**src/rtl/sbank_pkg.sv**
```systemverilog
package sbank_pkg;

    localparam int DATA_W_DEF   = 20;
    localparam int ADDR_W_DEF   = 4;
    localparam int NUM_REGS_DEF = 8;
    localparam int SYNC_DEF     = 2;

    // register slot numbers (address codes)
    localparam int SLOT_RF_MAIN = 0;
    localparam int SLOT_RF_REF  = 1;
    localparam int SLOT_IF_MAIN = 2;
    localparam int SLOT_IF_REF  = 3;
    localparam int SLOT_OPCTRL  = 4;
    localparam int SLOT_CONFIG  = 5;
    localparam int SLOT_CURRENT = 6;
    localparam int SLOT_TEST    = 7;

    localparam int RUN_BIT = 0;   // 1 = operate, 0 = shut down

    typedef enum logic [1:0] {
        RX_IDLE  = 2'd0,
        RX_SHIFT = 2'd1,
        RX_DROP  = 2'd2
    } rx_state_e;

    function automatic logic [31:0] slot_default(input int slot);
        logic [31:0] v;
        case (slot)
            SLOT_RF_MAIN, SLOT_RF_REF,
            SLOT_IF_MAIN, SLOT_IF_REF: v = 32'd1;
            SLOT_CONFIG:               v = 32'h0001_0;
            default:                   v = 32'd0;
        endcase
        return v;
    endfunction

endpackage

```
**src/rtl/sbank_sync.sv**
```systemverilog
module sbank_sync #(
    parameter int W      = 4,
    parameter int STAGES = 2,
    parameter logic [W-1:0] RST_VAL = '0
) (
    input  logic         clk,
    input  logic         rst,
    input  logic [W-1:0] d_i,
    output logic [W-1:0] q_o
);
    logic [W-1:0] stg [STAGES];

    genvar g;
    generate
        for (g = 0; g < STAGES; g++) begin : g_stage
            if (g == 0) begin : g_first
                always_ff @(posedge clk) begin
                    if (rst) stg[g] <= RST_VAL;
                    else     stg[g] <= d_i;
                end
            end else begin : g_next
                always_ff @(posedge clk) begin
                    if (rst) stg[g] <= RST_VAL;
                    else     stg[g] <= stg[g-1];
                end
            end
        end
    endgenerate

    assign q_o = stg[STAGES-1];
endmodule

```
**src/rtl/sbank_frame_rx.sv**
```systemverilog
module sbank_frame_rx
    import sbank_pkg::*;
#(
    parameter int DATA_W = DATA_W_DEF,
    parameter int ADDR_W = ADDR_W_DEF
) (
    input  logic              clk,
    input  logic              rst,
    input  logic              sclk_s,
    input  logic              csn_s,
    input  logic              sdi_s,
    output logic              frm_vld,
    output logic [ADDR_W-1:0] frm_addr,
    output logic [DATA_W-1:0] frm_data
);
    localparam int FRAME_W = DATA_W + ADDR_W;
    localparam int CNT_W   = $clog2(FRAME_W + 1);
    localparam logic [CNT_W-1:0] FULL = CNT_W'(FRAME_W);

    logic              sclk_d, csn_d;
    logic              sclk_rise, cs_rise, cs_fall;
    logic [FRAME_W-1:0] shift_q;
    logic [CNT_W-1:0]  cnt_q;
    rx_state_e         st_q;

    assign sclk_rise = sclk_s & ~sclk_d;
    assign cs_rise   = csn_s & ~csn_d;
    assign cs_fall   = ~csn_s & csn_d;

    always_ff @(posedge clk) begin
        if (rst) begin
            sclk_d <= 1'b0;
            csn_d  <= 1'b1;
        end else begin
            sclk_d <= sclk_s;
            csn_d  <= csn_s;
        end
    end

    always_ff @(posedge clk) begin
        if (rst) begin
            st_q    <= RX_IDLE;
            cnt_q   <= '0;
            shift_q <= '0;
        end else if (cs_rise) begin
            st_q <= RX_IDLE;
        end else begin
            case (st_q)
                RX_IDLE: begin
                    if (cs_fall) begin
                        st_q  <= RX_SHIFT;
                        cnt_q <= '0;
                    end
                end
                RX_SHIFT: begin
                    if (sclk_rise) begin
                        if (cnt_q == FULL) begin
                            st_q <= RX_DROP;
                        end else begin
                            shift_q <= {shift_q[FRAME_W-2:0], sdi_s};
                            cnt_q   <= cnt_q + 1'b1;
                        end
                    end
                end
                default: ;
            endcase
        end
    end

    always_ff @(posedge clk) begin
        if (rst) begin
            frm_vld  <= 1'b0;
            frm_addr <= '0;
            frm_data <= '0;
        end else begin
            frm_vld  <= cs_rise && (st_q == RX_SHIFT) && (cnt_q == FULL);
            frm_addr <= shift_q[ADDR_W-1:0];
            frm_data <= shift_q[FRAME_W-1:ADDR_W];
        end
    end


    cs_high_noshift_chk: assert property (@(posedge clk) disable iff (rst)
        csn_d |=> $stable(shift_q));


    short_long_drop_chk: assert property (@(posedge clk) disable iff (rst)
        (cs_rise && (st_q != RX_SHIFT || cnt_q != FULL)) |=> !frm_vld);


    vld_needs_rise_chk: assert property (@(posedge clk) disable iff (rst)
        !cs_rise |=> !frm_vld);
endmodule

```
**src/rtl/sbank_regs.sv**
```systemverilog
module sbank_regs
    import sbank_pkg::*;
#(
    parameter int DATA_W   = DATA_W_DEF,
    parameter int ADDR_W   = ADDR_W_DEF,
    parameter int NUM_REGS = NUM_REGS_DEF
) (
    input  logic                       clk,
    input  logic                       rst,
    input  logic                       wr_en,
    input  logic [ADDR_W-1:0]          wr_addr,
    input  logic [DATA_W-1:0]          wr_data,
    output logic [NUM_REGS*DATA_W-1:0] regs_o
);
    genvar g;
    generate
        for (g = 0; g < NUM_REGS; g++) begin : g_reg
            localparam logic [DATA_W-1:0] RVAL = DATA_W'(slot_default(g));
            logic [DATA_W-1:0] val_q;
            always_ff @(posedge clk) begin
                if (rst)
                    val_q <= RVAL;
                else if (wr_en && (wr_addr == ADDR_W'(g)))
                    val_q <= wr_data;
            end
            assign regs_o[g*DATA_W +: DATA_W] = val_q;
        end
    endgenerate


    idle_hold_chk: assert property (@(posedge clk) disable iff (rst)
        !wr_en |=> $stable(regs_o));


    unmapped_drop_chk: assert property (@(posedge clk) disable iff (rst)
        (wr_en && ({1'b0, wr_addr} >= (ADDR_W+1)'(NUM_REGS))) |=> $stable(regs_o));


    opctrl_write_chk: assert property (@(posedge clk) disable iff (rst)
        (wr_en && wr_addr == ADDR_W'(SLOT_OPCTRL))
            |=> regs_o[SLOT_OPCTRL*DATA_W +: DATA_W] == $past(wr_data));
endmodule

```
**src/rtl/sbank_top.sv**
```systemverilog
module sbank_top
    import sbank_pkg::*;
#(
    parameter int DATA_W      = DATA_W_DEF,
    parameter int ADDR_W      = ADDR_W_DEF,
    parameter int NUM_REGS    = NUM_REGS_DEF,
    parameter int SYNC_STAGES = SYNC_DEF
) (
    input  logic                       clk,
    input  logic                       rst,
    input  logic                       sclk_i,
    input  logic                       csn_i,
    input  logic                       sdi_i,
    input  logic                       shdn_n_i,
    output logic [NUM_REGS*DATA_W-1:0] regs_o,
    output logic                       pdown_o
);
    localparam logic [3:0] SYNC_RST = 4'b1010;  // {pin, sdi, csn, sclk}

    logic [3:0]        raw, synced;
    logic              sclk_s, csn_s, sdi_s, pin_s;
    logic              frm_vld;
    logic [ADDR_W-1:0] frm_addr;
    logic [DATA_W-1:0] frm_data;
    logic              run_bit;

    assign raw = {shdn_n_i, sdi_i, csn_i, sclk_i};

    sbank_sync #(.W(4), .STAGES(SYNC_STAGES), .RST_VAL(SYNC_RST)) u_sync (
        .clk (clk),
        .rst (rst),
        .d_i (raw),
        .q_o (synced)
    );

    assign sclk_s = synced[0];
    assign csn_s  = synced[1];
    assign sdi_s  = synced[2];
    assign pin_s  = synced[3];

    sbank_frame_rx #(.DATA_W(DATA_W), .ADDR_W(ADDR_W)) u_rx (
        .clk      (clk),
        .rst      (rst),
        .sclk_s   (sclk_s),
        .csn_s    (csn_s),
        .sdi_s    (sdi_s),
        .frm_vld  (frm_vld),
        .frm_addr (frm_addr),
        .frm_data (frm_data)
    );

    sbank_regs #(.DATA_W(DATA_W), .ADDR_W(ADDR_W), .NUM_REGS(NUM_REGS)) u_regs (
        .clk     (clk),
        .rst     (rst),
        .wr_en   (frm_vld),
        .wr_addr (frm_addr),
        .wr_data (frm_data),
        .regs_o  (regs_o)
    );

    assign run_bit = regs_o[SLOT_OPCTRL*DATA_W + RUN_BIT];
    assign pdown_o = ~run_bit | ~pin_s;


    pin_forces_pdown_chk: assert property (@(posedge clk) disable iff (rst)
        !pin_s |-> pdown_o);


    clear_run_pdown_chk: assert property (@(posedge clk) disable iff (rst)
        (frm_vld && frm_addr == ADDR_W'(SLOT_OPCTRL) && !frm_data[RUN_BIT]) |=> pdown_o);


    write_in_shdn_chk: assert property (@(posedge clk) disable iff (rst)
        (!pin_s && frm_vld && frm_addr == '0) |=> regs_o[DATA_W-1:0] == $past(frm_data));
endmodule

```
**config.mk**
```make
export PLATFORM = sky130hd
export DESIGN_NAME = sbank_top
export DESIGN_NICKNAME = d
export VERILOG_FILES = /design/src/rtl/sbank_pkg.sv /design/src/rtl/sbank_sync.sv /design/src/rtl/sbank_frame_rx.sv /design/src/rtl/sbank_regs.sv /design/src/rtl/sbank_top.sv
export SDC_FILE = /design/constraint.sdc
export NUM_CORES = 1
export LEC_CHECK = 0
export ABC_CLOCK_PERIOD_IN_PS = 1400
export BUFFER_PORTS_ARGS = -buffer_cell sky130_fd_sc_hd__buf_2
export CORE_MARGIN = 8
export CORE_UTILIZATION = 35
export CTS_CLUSTER_SIZE = 12
export DETAILED_ROUTE_END_ITERATION = 10
export GPL_TIMING_DRIVEN = 0
export PLACE_DENSITY_LB_ADDON = 0.05
export SLEW_MARGIN = 20
export SYNTH_ARGS = -nofsm -noshare
export SYNTH_HDL_FRONTEND = slang
export SYNTH_SLANG_ARGS = --single-unit
```
**constraint.sdc**
```tcl
create_clock -name clk -period 1.4 [get_ports clk]
set_input_delay 0.07 -clock clk [delete_from_list [all_inputs] [get_ports clk]]
set_output_delay 0.07 -clock clk [all_outputs]
set_load 0.005 [all_outputs]
```
==> impl_metrics.json, run 1 <==
{
  "finalClockSkew_ns": 0.009513,
  "num_vias": 6895,
  "setup_viol": 84,
  "whs_endpoint": "u_rx.frm_data[18]$_SDFF_PP0_",
  "die_width_um": 167.1,
  "clock_tree.buffer_depth": 3,
  "dpl.cell_count": 1385,
  "critical_path_class": "flip-flop to flip-flop",
  "drtPass1Iterations": 4,
  "hp-start": "rst",
  "arrival_ns": 1.91,
  "synthToLayoutAreaGrowth_pct": 39.66,
  "drive_above_1_share": 0.3716,
  "clock_latency_ns": 0.51,
  "rows": 55,
  "setup.worst_path.start_class": "flip-flop",
  "r2r-start": "u_rx.frm_vld$_SDFF_PP0_",
  "fin_crit_ns": 1.474,
  "yosys_warnings": 0,
  "netlist_instances": 935,
  "die_area_um2": 27910,
  "max-vdd-ir-drop_uv": 878.7,
  "crit_path_end_kind": "flip-flop",
  "clk_pin_slew_ns": 0.06,
  "reg2reg_to": "u_regs.g_reg[2].val_q[10]$_SDFFE_PP0P_",
  "total_power_mw": 13.17,
  "ff2ff_path_depth": 6,
  "worst_slack_ns": -0.07352,
  "rsz0062_at_grt": "yes",
  "start_util": 0.3550,
  "status": "finished, violations left",
  "ys_seq_area_frac": 0.5664,
  "relSlewSlack": 0.4461,
  "io_pins": 167,
  "diodes": 0,
  "drtIter0Drc": 354,
  "dieHeight_um": 167.1,
  "grt_overflow": 0,
  "cp_max_fo": 5,
  "routed_wl_mm": 26.54,
  "ys_ff_latch": 226,
  "numCtsBuffers": 25,
  "cts_max_level": 1,
  "cts.sinks": 226,
  "drv_slew": 0,
  "r2r_slack_ns": -0.07,
  "final_net_count": 1160,
  "postSynthAreaPerCell_um2": 8.543,
  "hold_viol": 0,
  "fill_cells": 2216,
  "syn-num-nets": 943,
  "p_leak_nw": 4.749,
  "grt_start_max_net_pins": 13,
  "viasPerCell": 4.745,
  "fin_crit_sh": 1.053,
  "timing.fmax_mhz": 678.6,
  "antenna_found_initial": 0,
  "detail-route-antenna-nets": 0,
  "grt_pass1_wl_mm": 38.96,
  "routabilityCongestion": 0.7824,
  "synth_area_um2": 7988,
  "pwr_density_cell_nw_per_um2": 1181,
  "first_global_vias": 6414,
  "remaining_drc_errors": 0,
  "required_ns": 1.83,
  "core-area_um2": 22500,
  "fin_hold_ws_ns": 0.1818,
  "violations": "setup timing",
  "wl_per_cell_um": 18.27,
  "root_buffer": "clkbuf_16",
  "holdPathStages": 3,
  "max_cap_violations": 0,
  "finalNonFillerCells": 1453,
  "hpwl_mm": 17.82,
  "fin_util": 0.4957,
  "hp-class": "input port to flip-flop",
  "grtUsageTotal": 0.1758,
  "worst_pin_slew_ns": 0.8308,
  "synth.distinct_cells": 40,
  "regArea_um2": 4538,
  "multiInputGateArea_um2": 3646,
  "cts_tree": "built",
  "portBuffers": 165
}
## worst max path at each step
| stage | startpoint | end | slack, ns |
|---|---|---|---|
| floorplan | u_rx.cnt_q[1]$_SDFFE_PP0P_ | u_rx.shift_q[10]$_SDFFE_PP0P_ | 0.02 |
| global placement | u_rx.frm_vld$_SDFF_PP0_ | u_regs.g_reg[3].val_q[16]$_SDFFE_PP0P_ | -0.22 |
| detailed placement | u_rx.frm_vld$_SDFF_PP0_ | u_regs.g_reg[3].val_q[16]$_SDFFE_PP0P_ | -0.24 |
| CTS | u_rx.cnt_q[1]$_SDFFE_PP0P_ | u_rx.shift_q[23]$_SDFFE_PP0P_ | -0.03 |
| global route | u_rx.cnt_q[0]$_SDFFE_PP0P_ | u_rx.shift_q[5]$_SDFFE_PP0P_ | -0.11 |
| finish | u_rx.frm_vld$_SDFF_PP0_ | u_regs.g_reg[2].val_q[10]$_SDFFE_PP0P_ | -0.07 |
## through the flow
stage,cell area (um^2),setup TNS (ns),worst slack [ns]
2_1_floorplan,8024,0,0.01672
3_3_place_gp,9206,-15.98,-0.2158
3_5_place_dp,9206,-17.58,-0.2372
4_1_cts,10260,-0.3986,-0.03407
5_1_grt,11160,-7.786,-0.1095
6_report,11160,-2.117,-0.07352
## cell families after synthesis
family | after synthesis | synth area share
and+or+nand+nor | 424 | 0.2310
adders and majority gates | 2 | 0.003132
buffers and inverters | 88 | 0.05764
muxes | 26 | 0.03258
AOI/OAI and AO/OA | 169 | 0.1092
DFF | 226 | 0.5664
## power breakdown
part           internal (mW)  switching (mW)  total, mW
logic                 0.0534           0.166      0.219
clock network           3.91            2.59       6.50
registers               6.44          0.0109       6.45
## critical path, cell delays in order, from the launching register on
cell,delay (ns)
dfxtp_2,0.36
nor3b_4,0.23
buf_4,0.16
and3b_2,0.28
buf_6,0.17
nand2_2,0.07
a21oi_1,0.13
## flip-flops by register name, summed over array words and instances (netlist names)
signal,cells
u_rx.st_q,2
u_rx.frm_data,20
u_rx.frm_addr,4
u_sync.stg,8
u_rx.frm_vld,1
u_regs.g.val_q,160
u_rx.cnt_q,5
u_rx.shift_q,24
u_rx.csn_d,1
u_rx.sclk_d,1
## final cells by class
class / instances / share of cell area
Clock buffer: 38 / 0.06853
Multi-Input combinational cell: 621 / 0.3268
Timing Repair Buffer: 191 / 0.1042
Buffer: 82 / 0.05529
Tap cell: 285 / 0.03197
Clock inverter: 5 / 0.004486
Inverter: 5 / 0.001907
Sequential cell: 226 / 0.4068
## synth_stat cells, drive strengths merged
master | n | area share
nor4b | 1 | 0.0011
and3b | 3 | 0.0033
nand2b | 4 | 0.0031
inv | 5 | 0.0023
or2 | 6 | 0.0047
and3 | 2 | 0.0016
nand2 | 325 | 0.15
and4bb | 1 | 0.0016
buf | 45 | 0.037
and2 | 2 | 0.0016
nand3 | 2 | 0.0013
a211oi | 3 | 0.0028
o21a | 1 | 0.00094
ha | 2 | 0.0031
clkbuf | 38 | 0.018
a311oi | 1 | 0.0011
nor2b | 29 | 0.023
a21oi | 159 | 0.10
nor2 | 29 | 0.014
o211ai | 1 | 0.00094
a31oi | 2 | 0.0016
nand3b | 8 | 0.0091
mux2i | 26 | 0.033
dfxtp | 226 | 0.57
nor4 | 1 | 0.00078
nand4b | 1 | 0.0019
nor3b | 4 | 0.0058
nand4 | 2 | 0.0023
a41oi | 1 | 0.0011
nor3 | 1 | 0.00063
o31a | 1 | 0.0011
or3b | 3 | 0.0033
## timing repair
action / 4_1_cts / 5_1_grt
hold endpoints to repair: 4 / 0
setup endpoints to repair: 182 / 189
hold buffers: 4 / 0
resized for setup: 43 / 223
setup buffers: 7 / 5
pin swaps: 2 / 96
cloned: 1 / 9
## layout by cell type (no fill, tap or decap), drive strengths merged
master,n
nor2,29
a31oi,2
dlygate4sd3,4
and3,2
nor4b,1
clkbuf,76
nand4,2
mux2i,26
and3b,3
o21a,1
nor2b,29
nor4,1
dfxtp,226
nand2b,4
ha,2
or2,6
nand3,2
a21oi,159
nor3,1
nor3b,4
clkinv,4
nand2,325
and2,2
inv,5
o211ai,1
a211oi,3
nand4b,1
buf,231
bufinv,1
a311oi,1
o31a,1
a41oi,1
and4bb,1
or3b,3
nand3b,8
## per-layer routing
metal | share of wire | wire length, um | up-vias | GRT usage
met5 | 0 | 0 | - | 0
met4 | 0.012 | 319 | 0 | 0.03369
met3 | 0.052 | 1386 | 29 | 0.03452
met2 | 0.49 | 12940 | 159 | 0.2934
met1 | 0.45 | 11900 | 3257 | 0.2329
li1 | - | - | 3450 | -
Power figures use the tool's default switching activity.
==> inputs of run 2 (changes only) <==
Settings changed: ABC_CLOCK_PERIOD_IN_PS 1400 to 1300.
Clock period 1.4 ns to 1.3 ns, I/O delays scaled along.
==> run 2 against run 1 <==
  * The run still ends with setup timing left
  * Final cell count increased by 0.28%
  * Non-clock buffer count up 4
  * Sequential share of layout area down 0.57 points
  * Clock-buffer cell count is 3 lower
  * Power grew 6.1%
  * Clock skew shrank 0.0040 ns
  * Sequential cell count is the same
  * Sequential power rose by 7.8%
  * Routed wire length up 1.1%
==> impl_metrics.json, run 2 (synthesis gave the netlist of run 1 again) <==
{
  "status": "finished, violations left",
  "violations": "setup timing",
  "io_pins": 167,
  "hold_viol": 0,
  "grt_start_max_net_pins": 13,
  "largest-register": "u_regs.g.val_q",
  "relSlewSlack": 0.3661,
  "max-vdd-ir-drop_uv": 661.0,
  "diodes": 0,
  "remaining_drc_errors": 0,
  "grtUsageTotal": 0.1812,
  "fin_crit_sh": 1.127,
  "worst_slack_ns": -0.1646,
  "fill_cells": 2232,
  "timing.fmax_mhz": 682.8,
  "placed_area_um2": 9210,
  "viasPerCell": 4.782,
  "final_cell_mix": "nand2_1 (240), dfxtp_1 (215), buf_2 (167)",
  "setup_viol": 188,
  "p_leak_nw": 4.818,
  "cts.sinks": 226,
  "rsz0062_at_grt": "yes",
  "top_regs": "u_regs.g.val_q: 160 flops, u_rx.shift_q: 24 flops, u_rx.frm_data: 20 flops",
  "hpwl_mm": 17.67,
  "final_net_count": 1164,
  "final_common_cell": "nand2_1",
  "wl_per_cell_um": 18.42,
  "cts_tree": "built",
  "clock_tree.buffer_depth": 3,
  "drtPass1Iterations": 4,
  "synthToLayoutAreaGrowth_pct": 41.79,
  "start_util": 0.3550,
  "num_vias": 6967,
  "pwr_density_cell_nw_per_um2": 1234,
  "fin_util": 0.5033,
  "finalSetupTns_ns": -15.92,
  "core-area_um2": 22500,
  "cts_max_level": 1,
  "regArea_um2": 4543,
  "numCtsBuffers": 25,
  "required_ns": 1.66,
  "fin_crit_ns": 1.465,
  "max_cap_violations": 0,
  "hp-class": "input port to flip-flop",
  "first_global_vias": 6560,
  "total_power_mw": 13.98,
  "detail-route-antenna-nets": 0,
  "final_area_um2": 11330,
  "setup.worst_path.start_class": "flip-flop",
  "clock_latency_ns": 0.50,
  "worst_pin_slew_ns": 0.9509,
  "die_area_um2": 27910,
  "cp_max_fo": 5,
  "rows": 55,
  "routabilityCongestion": 0.7706,
  "dp_slack_ns": -0.3372,
  "grt_overflow": 0,
  "dieHeight_um": 167.1,
  "arrival_ns": 1.82,
  "portBuffers": 165,
  "drtIter0Drc": 421,
  "grt_pass1_wl_mm": 40.06,
  "finalClockSkew_ns": 0.005492,
  "clk_pin_slew_ns": 0.06,
  "critical_path_class": "flip-flop to flip-flop",
  "routed_wl_mm": 26.83,
  "root_buffer": "clkbuf_16",
  "multiInputGateArea_um2": 3746,
  "drv_slew": 0,
  "drive_above_1_share": 0.4096,
  "largest_register_ff_count": 160,
  "die_width_um": 167.1,
  "antenna_found_initial": 0,
  "crit_path_end_kind": "flip-flop"
}
## run 2: changes by cell type in the layout (fill, tap and decap cells not counted), sizes merged
cell and delta:
buf +7, clkbuf -6, clkinv +2, bufinv +1
## run 2: metal layers
metal  track usage  up-vias  share of wire
li1              -     3465              -
met5             0        -              0
met1        0.2369     3315           0.45
met3       0.03428       31          0.047
met2        0.3021      156           0.48
met4       0.04622        0          0.020
## run 2: stage by stage
step / hold WS [ns] / std cells
6_report: 0.1805 / 1457
2_1_floorplan: 0.1688 / 935
5_1_grt: 0.2077 / 1457
4_1_cts: 0.1585 / 1449
3_5_place_dp: 0.2525 / 1385
3_3_place_gp: 0.2511 / 1385
## run 2: worst max-delay path, cell delays in order, from the launching register on
cell       delay (ns)
dfxtp_2          0.33
nand3b_4         0.19
or3b_4           0.49
clkbuf_16        0.19
nand2_2          0.06
a21oi_1          0.06
## run 2: area by class of cell
class | instances | share of cell area
clock inverter | 8 | 0.007954
clock buffer | 35 | 0.06032
buffer | 82 | 0.05954
timing repair buffer | 195 | 0.1069
multi-input combinational | 621 | 0.3308
sequential | 226 | 0.4011
tap | 285 | 0.03148
inverter | 5 | 0.001878
## run 2: repair_timing
item / CTS / global route
setup endpoints to repair: 191 / 192
hold buffers: 4 / 0
pin swaps: 62 / 86
setup buffers: 9 / 4
resized for setup: 152 / 168
gates cloned: 9 / 4
endpoints found under the hold margin: 4 / 0
## run 2: power by group
group / leakage [nW] / switching [mW] / total, mW / internal [mW]
Combinational: 2.61 / 0.186 / 0.246 / 0.0593
Sequential: 1.83 / 0.0127 / 6.95 / 6.94
Clock: 0.384 / 2.74 / 6.78 / 4.04
Total: 4.82 / 2.94 / 14.0 / 11.0
## run 2: final timing paths
kind,from,endpoint,slack (ns),cells past startpoint
worst max-delay path,u_rx.frm_addr[3]$_SDFF_PP0_,u_regs.g_reg[5].val_q[7]$_SDFFE_PP0P_,-0.16,5
worst max register to register,u_rx.frm_addr[3]$_SDFF_PP0_,u_regs.g_reg[5].val_q[7]$_SDFFE_PP0P_,-0.16,5
worst min register to register,u_sync.stg[0][1]$_SDFF_PP1_,u_sync.stg[1][1]$_SDFF_PP1_,0.41,1
worst min-delay path,rst,u_sync.stg[1][2]$_SDFF_PP0_,0.18,3
==> inputs of run 3 (changes only) <==
==> constraint.sdc (replaced) <==
create_clock -name clk -period 1.3 [get_ports clk]
set_input_delay 0.195 -clock clk [delete_from_list [all_inputs] [get_ports clk]]
set_output_delay 0.195 -clock clk [all_outputs]
set_load 0.005 [all_outputs]
==> run 3 against run 2 <==
  * The flow still finishes with violations (setup timing)
  * Clock power is essentially flat
  * Final cell count unchanged
  * Sequential share of layout area about the same
  * First-iteration DRC count unchanged
  * Critical path type unchanged
  * Critical endpoint unchanged
  * Largest cell class unchanged
==> impl_metrics.json, run 3 (synthesis gave the netlist of run 1 again) <==
{
  "finalClockSkew_ns": 0.005492,
  "final_net_count": 1164,
  "drtIter0Drc": 421,
  "pwr_density_cell_nw_per_um2": 1233,
  "viasPerCell": 4.782,
  "p_leak_nw": 4.819,
  "largest_register_ff_count": 160,
  "hp-class": "input port to flip-flop",
  "final_common_cell": "nand2_1",
  "rsz0062_at_grt": "yes",
  "max-vdd-ir-drop_uv": 658.4,
  "reg2reg_to": "u_regs.g_reg[5].val_q[7]$_SDFFE_PP0P_",
  "largest-register": "u_regs.g.val_q",
  "crit_path_end_kind": "flip-flop",
  "wl_per_cell_um": 18.42,
  "die_width_um": 167.1,
  "critical_path_class": "flip-flop to flip-flop",
  "violations": "setup timing",
  "core-area_um2": 22500,
  "required_ns": 1.66,
  "timing.fmax_mhz": 682.8,
  "fin_crit_ns": 1.465,
  "routabilityCongestion": 0.7706,
  "clock_tree.buffer_depth": 3,
  "num_vias": 6967,
  "whs_endpoint": "u_sync.stg[1][2]$_SDFF_PP0_",
  "clk_pin_slew_ns": 0.06,
  "cts.sinks": 226,
  "antenna_found_initial": 0,
  "final_area_um2": 11330,
  "root_buffer": "clkbuf_16",
  "setup_viol": 188,
  "die_area_um2": 27910,
  "arrival_ns": 1.82,
  "use_met3": 0.03428,
  "placed_area_um2": 9210,
  "holdPathStages": 3,
  "r2r_slack_ns": -0.16,
  "setup.worst_path.start_class": "flip-flop",
  "hold_viol": 0,
  "hpwl_mm": 17.67,
  "cts_max_level": 1,
  "first_global_vias": 6560,
  "diodes": 0,
  "cpPeakStageDelay_ns": 0.49,
  "path_cells": "nand3b_4, or3b_4, clkbuf_16, nand2_2, a21oi_1",
  "regArea_um2": 4547,
  "grt.busiest_layer": "met2",
  "io_pins": 167,
  "clock_latency_ns": 0.50,
  "top_regs": "u_regs.g.val_q: 160 flops, u_rx.shift_q: 24 flops, u_rx.frm_data: 20 flops",
  "drive_above_1_share": 0.4104,
  "remaining_drc_errors": 0,
  "ff2ff_path_depth": 5,
  "multiInputGateArea_um2": 3746,
  "fin_crit_sh": 1.127,
  "cp_max_fo": 5,
  "hp-start": "rst",
  "fill_cells": 2231,
  "final_cell_mix": "nand2_1 (240), dfxtp_1 (214), buf_2 (167)",
  "start_util": 0.3550,
  "portBuffers": 165,
  "met2_usage": 0.3021,
  "worst_slack_ns": -0.1646,
  "grt_pass1_wl_mm": 40.06,
  "synthToLayoutAreaGrowth_pct": 41.84,
  "status": "finished, violations left",
  "crit_slowest_cell": "or3b_4",
  "drtPass1Iterations": 4,
  "grt_start_max_net_pins": 13,
  "rows": 55,
  "relSlewSlack": 0.3661,
  "cts_tree": "built",
  "max_cap_violations": 0,
  "grt_use_met1": 0.2369,
  "grtUsageTotal": 0.1812,
  "routed_wl_mm": 26.83,
  "detail-route-antenna-nets": 0,
  "numCtsBuffers": 25,
  "grt_overflow": 0,
  "r2r-start": "u_rx.frm_addr[3]$_SDFF_PP0_",
  "worst_pin_slew_ns": 0.9509,
  "drv_slew": 0,
  "total_power_mw": 13.97,
  "dieHeight_um": 167.1
}
-- run 3: cell counts in the layout (fill, tap and decap cells not counted) --
No cell type changed its count.
-- run 3: area by class of cell --
type                    count  area share
flip-flops and latches    226      0.4013
multi-input cells         621      0.3306
repair buffers            195      0.1069
clock buffers              35     0.06030
plain buffers              82     0.05953
well taps                 285     0.03147
clock inverters             8    0.007951
inverters                   5    0.001877
-- run 3: routing by layer --
layer	vias up	share of wire
met5	-	0
met4	0	0.020
met3	31	0.047
met2	156	0.48
met1	3315	0.45
li1	3465	-
-- run 3: critical path, delay by kind of cell (launching register included) --
family / cells / cell delay [ns]
buffers and inverters: 1 / 0.19
flip-flops: 1 / 0.33
AND/OR/NAND/NOR: 3 / 0.74
AO/OA/AOI/OAI: 1 / 0.06
-- run 3: timing repair --
| action | in CTS | in global routing |
|---|---|---|
| pin swaps | 62 | 86 |
| resized for setup | 153 | 169 |
| cloned | 9 | 4 |
| setup endpoints to repair | 193 | 193 |
| endpoints found under the hold margin | 4 | 0 |
| buffers inserted | 9 | 4 |
| hold buffers | 4 | 0 |
-- run 3: report_power, final --
group	internal, mW	switching [mW]
clock	4.04	2.74
sequential	6.94	0.0127
combinational	0.0593	0.186
total	11.0	2.94
-- run 3: through the flow --
step / std cells / TNS [ns] / hold slack [ns] / utilization / setup slack (ns)
global placement: 1385 / -43.66 / 0.3811 / 0.4093 / -0.3326
detailed placement: 1385 / -44.47 / 0.3825 / 0.4093 / -0.3372
global route: 1457 / -28.87 / 0.3377 / 0.5035 / -0.2184
finish: 1457 / -15.92 / 0.3105 / 0.5035 / -0.1646
CTS: 1449 / -10.98 / 0.2885 / 0.4718 / -0.1493
floorplan: 935 / -0.7174 / 0.2988 / - / -0.08327
-- run 3: how the worst max path moves through the flow --
stage	startpoint	end	slack, ns	cells past startpoint
after global routing	u_rx.frm_addr[3]$_SDFF_PP0_	u_regs.g_reg[5].val_q[9]$_SDFFE_PP0P_	-0.22	6
after detailed placement	u_rx.frm_vld$_SDFF_PP0_	u_regs.g_reg[3].val_q[13]$_SDFFE_PP0P_	-0.34	5
after global placement	u_rx.frm_vld$_SDFF_PP0_	u_regs.g_reg[3].val_q[14]$_SDFFE_PP0P_	-0.33	5
final	u_rx.frm_addr[3]$_SDFF_PP0_	u_regs.g_reg[5].val_q[7]$_SDFFE_PP0P_	-0.16	5
after CTS	u_rx.cnt_q[1]$_SDFFE_PP0P_	u_rx.shift_q[8]$_SDFFE_PP0P_	-0.15	8
after floorplan	u_rx.cnt_q[1]$_SDFFE_PP0P_	u_rx.shift_q[10]$_SDFFE_PP0P_	-0.08	8
